**src/rtl/fp64_addsub_pipe.sv**
```systemverilog
module fp64_addsub_pipe #(
  parameter int EW = 11,
  parameter int FW = 52
) (
  input  logic              clk,
  input  logic              rst_n,
  input  logic              in_valid,
  input  logic [EW+FW:0]    in_a,
  input  logic [EW+FW:0]    in_b,
  input  logic              in_sub,
  input  logic              in_nan,
  input  logic              in_inf,
  output logic              out_valid,
  output logic [EW+FW:0]    out_result,
  output logic              out_nan,
  output logic              out_inf
);
  localparam int W    = EW + FW + 1;
  localparam int MW   = FW + 1;
  localparam int XW   = MW + 3;
  localparam int AW   = MW + XW;
  localparam int LZW  = $clog2(XW + 1);
  localparam int LAT  = 6;
  localparam int EMAX = (1 << EW) - 1;

  logic [LAT-1:0] v, fn, fi;
  always_ff @(posedge clk or negedge rst_n)
    if (!rst_n) begin
      v  <= '0;
      fn <= '0;
      fi <= '0;
    end else begin
      v  <= {v[LAT-2:0], in_valid};
      fn <= {fn[LAT-2:0], in_valid & in_nan};
      fi <= {fi[LAT-2:0], in_valid & in_inf};
    end
  assign out_valid = v[LAT-1];
  assign out_nan   = fn[LAT-1];
  assign out_inf   = fi[LAT-1];

  // stage 1: flush, order by magnitude, exponent difference
  logic [W-2:0] ka, kb, kl, ks;
  logic swap;
  assign ka   = (in_a[W-2:FW] == '0) ? '0 : in_a[W-2:0];
  assign kb   = (in_b[W-2:FW] == '0) ? '0 : in_b[W-2:0];
  assign swap = kb > ka;
  assign kl   = swap ? kb : ka;
  assign ks   = swap ? ka : kb;

  logic [EW-1:0] e1, d1;
  logic [MW-1:0] ml1, ms1;
  logic          sub1, sg1;
  always_ff @(posedge clk) begin
    e1   <= kl[W-2:FW];
    d1   <= kl[W-2:FW] - ks[W-2:FW];
    ml1  <= {|kl[W-2:FW], kl[FW-1:0]};
    ms1  <= {|ks[W-2:FW], ks[FW-1:0]};
    sub1 <= in_sub;
    sg1  <= in_a[W-1] ^ (in_sub & swap);
  end

  // stage 2: alignment in a lossless window, guard/round/sticky
  logic [AW-1:0] win;
  logic [XW-1:0] al;
  assign win = {ms1, XW'(0)} >> d1;
  assign al  = (d1 > EW'(XW)) ? {(XW-1)'(0), |ms1}
                              : {win[AW-1 -: MW+2], |win[XW-3:0]};

  logic [EW-1:0] e2;
  logic [XW-1:0] ml2, ms2;
  logic          sub2, sg2;
  always_ff @(posedge clk) begin
    e2   <= e1;
    ml2  <= {ml1, 3'b000};
    ms2  <= al;
    sub2 <= sub1;
    sg2  <= sg1;
  end

  // stage 3: mantissa add or subtract
  logic [XW:0]   sum3;
  logic [EW-1:0] e3;
  logic          sg3;
  always_ff @(posedge clk) begin
    sum3 <= sub2 ? {1'b0, ml2} - {1'b0, ms2} : {1'b0, ml2} + {1'b0, ms2};
    e3   <= e2;
    sg3  <= sg2;
  end

  // stage 4: right normalization on carry-out
  logic [XW-1:0] n4;
  logic [EW:0]   e4;
  logic          sg4;
  always_ff @(posedge clk) begin
    n4  <= sum3[XW] ? {sum3[XW:2], |sum3[1:0]} : sum3[XW-1:0];
    e4  <= {1'b0, e3} + (EW+1)'(sum3[XW]);
    sg4 <= sg3;
  end

  // stage 5: left normalization after cancellation
  logic [LZW-1:0] lz;
  always_comb begin
    lz = '0;
    for (int i = 0; i < XW; i++)
      if (n4[i]) lz = LZW'(XW - 1 - i);
  end

  logic [XW-1:0] n5;
  logic [EW:0]   e5;
  logic          sg5, z5;
  always_ff @(posedge clk) begin
    n5  <= n4 << lz;
    e5  <= e4 - (EW+1)'(lz);
    z5  <= (n4 == '0) || (e4 <= (EW+1)'(lz));
    sg5 <= sg4;
  end

  // stage 6: round to nearest even, renormalize on round carry
  logic          inc, ovf;
  logic [MW:0]   rm;
  logic [MW-1:0] mant;
  logic [EW:0]   ef;
  assign inc  = n5[2] & (n5[1] | n5[0] | n5[3]);
  assign rm   = {1'b0, n5[XW-1:3]} + (MW+1)'(inc);
  assign ovf  = rm[MW];
  assign mant = ovf ? rm[MW:1] : rm[MW-1:0];
  assign ef   = e5 + (EW+1)'(ovf);

  always_ff @(posedge clk)
    if (z5)
      out_result <= '0;
    else if (ef >= (EW+1)'(EMAX))
      out_result <= {sg5, {EW{1'b1}}, FW'(0)};
    else
      out_result <= {sg5, ef[EW-1:0], mant[FW-1:0]};
endmodule

```
**config.mk**
```make
export PLATFORM = sky130hd
export DESIGN_NAME = fp64_addsub_pipe
export DESIGN_NICKNAME = d
export VERILOG_FILES = /design/src/rtl/fp64_addsub_pipe.sv
export SDC_FILE = /design/constraint.sdc
export NUM_CORES = 2
export LEC_CHECK = 0
export ABC_AREA = 1
export BUFFER_PORTS_ARGS = -buffer_cell sky130_fd_sc_hd__buf_2
export CAP_MARGIN = 20
export CORE_UTILIZATION = 29
export CTS_BUF_LIST = sky130_fd_sc_hd__clkbuf_16
export CTS_CLUSTER_DIAMETER = 40
export DETAILED_ROUTE_END_ITERATION = 8
export PLACE_DENSITY = 0.43
export SETUP_SLACK_MARGIN = 0.2
export SLEW_MARGIN = 20
export SYNTH_ARGS = -nofsm -noshare
export SYNTH_HDL_FRONTEND = slang
export SYNTH_SLANG_ARGS = --single-unit
```
**constraint.sdc**
```tcl
create_clock -name clk -period 6 [get_ports clk]
set_input_delay 0.9 -clock clk [delete_from_list [all_inputs] [get_ports clk]]
set_output_delay 0.9 -clock clk [all_outputs]
set_load 0.005 [all_outputs]
```
==> results.json <==
{
  "status": "finished, final reports clean",
  "rsz0062_at_grt": "yes",
  "clkTransAtPathRegs_ns": 0.06,
  "syn-cell-area_um2": 31360,
  "antenna_left": 0,
  "grt_max_degree": 101,
  "finalClockSkew_ns": 0.02757,
  "synth_top_area_share_pct": 33.45,
  "ios": 201,
  "critPathLaunch": "n5[5]",
  "crit_path_end_kind": "flop",
  "crit_type": "reg2reg",
  "dp_hpwl_um": 81500,
  "design.core.area_um2": 107200,
  "cts_buffer_depth": 3,
  "die-area_um2": 109500,
  "htreeDepth": 3,
  "p_total_mw": 15.82,
  "ys_seq_elements": 542,
  "r2r-start": "n5[5]",
  "port-buffer-count": 199,
  "finalSetupViolations": 0,
  "grt_antenna_before_repair": 1,
  "hold_buffers": 0,
  "vias": 29950,
  "cpMaxStageDelayCell": "dfxtp_2",
  "worst_path_most_repeated_cell": "nor2_2",
  "post-route-util_pct": 36.24,
  "routedWlPerCell_um": 15.94,
  "layout-drive-gt1-share_pct": 14.14,
  "grt_pass1_vias": 28750,
  "worstMarginPinSlew_ns": 1.117,
  "min_path_type": "in2async",
  "path_max_fanout": 6,
  "seq_area_frac_synth_pct": 34.88,
  "gp_congestion": 0.8935,
  "drt_pass1_iterations": 5,
  "power_density_nw_per_um2": 407.1,
  "initialDrtViolationCount": 1524,
  "crit_path_max_incr_delay_ns": 0.33,
  "crit_required_ns": 6.54,
  "hold_violations": 0,
  "design_area_um2": 38850,
  "place_area_um2": 34920,
  "wl_um": 101700,
  "synth_cells": 4615,
  "maxSlewHeadroom_pct": 24.93,
  "nets": 5220,
  "synth_edf_count": 0,
  "yosys_warnings": 0,
  "synth_top_area_cell": "dfxtp_1",
  "drc": 0,
  "arrival_ns": 6.16,
  "die_w_um": 330.9,
  "power_leakage_nw": 18.68,
  "async_reset_ff_share_pct": 3.321,
  "clock.fmax_mhz": 177.9,
  "timing.setup.tns_ns": 0,
  "cts-root-buf": "clkbuf_16",
  "dieHeight_um": 330.9,
  "syn-num-nets": 4933,
  "post-route-min-period_ns": 5.622,
  "maxCapViolCount": 0,
  "yosysUniqueCellTypes": 62,
  "worstSkewPairLatency_ns": 0.66,
  "synthFlopType": "dfxtp_1",
  "vias_per_cell": 4.692,
  "area_delta_synth_final_pct": 23.89,
  "vdd_drop_max_mv": 0.2224,
  "postSynthAreaPerCell_um2": 6.796,
  "cts_tree": "built",
  "critPathLaunchType": "flop",
  "cts_made_buffers": 90,
  "cts.sinks": 542,
  "synth_area_leaders": "dfxtp_1 (33%), nand2_1 (14%), nand3_1 (7.9%), ha_1 (7.3%), inv_1 (6.0%)",
  "core.rowCount": 120,
  "grt_first_pass_wirelength_um": 158000,
  "slew_viol_final": 0,
  "grt_overflow": 0,
  "grt.total_usage_pct": 18.33,
  "finalCritPeriodShare_pct": 93.70,
  "start_util_pct": 29.26
}
through the flow:
step           hold WS [ns]  worst slack (ns)  std cells
2_1_floorplan        0.3096            0.3626       4615
3_3_place_gp         0.3115           -0.4278       6198
6_report             0.1728            0.3779       6384
5_1_grt              0.1733           -0.1417       6382
3_5_place_dp         0.3121           -0.5114       6198
4_1_cts              0.1287            0.2290       6368
critical path, delay by kind of cell (launching register included):
| kind | cells | cell delay (ns) |
|---|---|---|
| AND/OR/NAND/NOR | 26 | 3.74 |
| buffers and inverters | 7 | 0.80 |
| adder cells (fa/ha/maj) | 2 | 0.28 |
| flip-flops | 1 | 0.33 |
| AO/OA/AOI/OAI | 1 | 0.13 |
| XOR/XNOR | 1 | 0.20 |
metal layers:
layer	routed length [um]	GRT usage, %	up-vias
met1	45830	23.23	13460
met4	3303	6.852	0
met3	3749	2.246	163
met2	48850	31.58	611
li1	-	-	15710
met5	0	0	-
cell usage in the layout, fill, tap and decap left out, types with 62 or more instances in the layout:
| cell | count |
|---|---|
| nand2_1 | 1184 |
| dfxtp_1 | 518 |
| inv_1 | 499 |
| nand3_1 | 491 |
| o21ai_0 | 357 |
| nor2_1 | 316 |
| buf_4 | 203 |
| buf_2 | 199 |
| a21oi_1 | 184 |
| ha_1 | 179 |
| xor2_1 | 104 |
| clkbuf_16 | 93 |
| mux2i_1 | 77 |
| nand4_1 | 63 |
| nor3_1 | 62 |
cell families (layout without fill, tap and decap cells):
group	after synthesis	in the layout	share of synthesized area [%]
multiplexers	77	77	2.458
flip-flops	542	542	34.88
XOR/XNOR	131	131	3.658
adder cells (fa/ha/maj)	184	184	7.388
buffers and inverters	740	1104	9.044
AND/OR/NAND/NOR	2254	2254	30.69
other	0	2	0
AO/OA/AOI/OAI	687	687	11.87
worst paths after layout:
kind	endpoint	slack [ns]	depth (start not counted)
max	out_result[47]	0.38	37
min	fi[3]	0.17	1
max in group asynchronous	fn[1]	5.54	1
min reg2reg	ml2[14]	0.32	0
max reg2reg	out_result[47]	0.38	37
min in group clk	ml2[14]	0.32	0
state kept, by name, summed over array words and instances (netlist names), 11 cells and up:
register	cells
sum3	57
ml1	53
ms1	53
e1	11
ms2	56
out_result	64
e3	11
d1	11
ml2	53
e2	11
e5	12
n4	56
e4	12
n5	56
cell type report:
cell class | instances | area [um2]
multi-input combinational | 3333 | 18100
clock buffer | 92 | 2302
inverter | 514 | 1938
sequential | 542 | 10950
tap | 1403 | 1755
timing repair buffer | 421 | 2833
antenna | 2 | 5.005
fill | 11650 | 68350
clock inverter | 77 | 968.4
what timing repair did:
item                       in CTS  in global routing
gates cloned                    0                  2
pin swaps                       4                 55
setup buffers                   1                 12
setup endpoints to repair      52                 65
gates resized for setup         7                129
power breakdown:
group          internal, mW  total (mW)  leakage, nW  switching, mW
clock                  3.38        5.42         1.59           2.04
combinational          1.90        5.32         12.5           3.41
sequential             4.48        5.08         4.62          0.596
total                  9.77        15.8         18.7           6.05
synth_stat cells (13+ instances only):
master,count
o22ai_1,13
o31ai_1,13
dfrtp_1,18
a21oi_1,189
and3_1,16
buf_2,14
dfxtp_1,524
o21ai_1,13
nand4_1,63
mux2i_1,77
inv_1,500
nor3_1,73
nor4_1,45
a31oi_1,26
buf_1,30
xor2_1,105
clkbuf_1,175
nand2_1,1192
ha_1,182
nor2_1,336
nand3_1,492
xnor2_1,26
o21ai_0,368
Power figures use the tool's default switching activity.
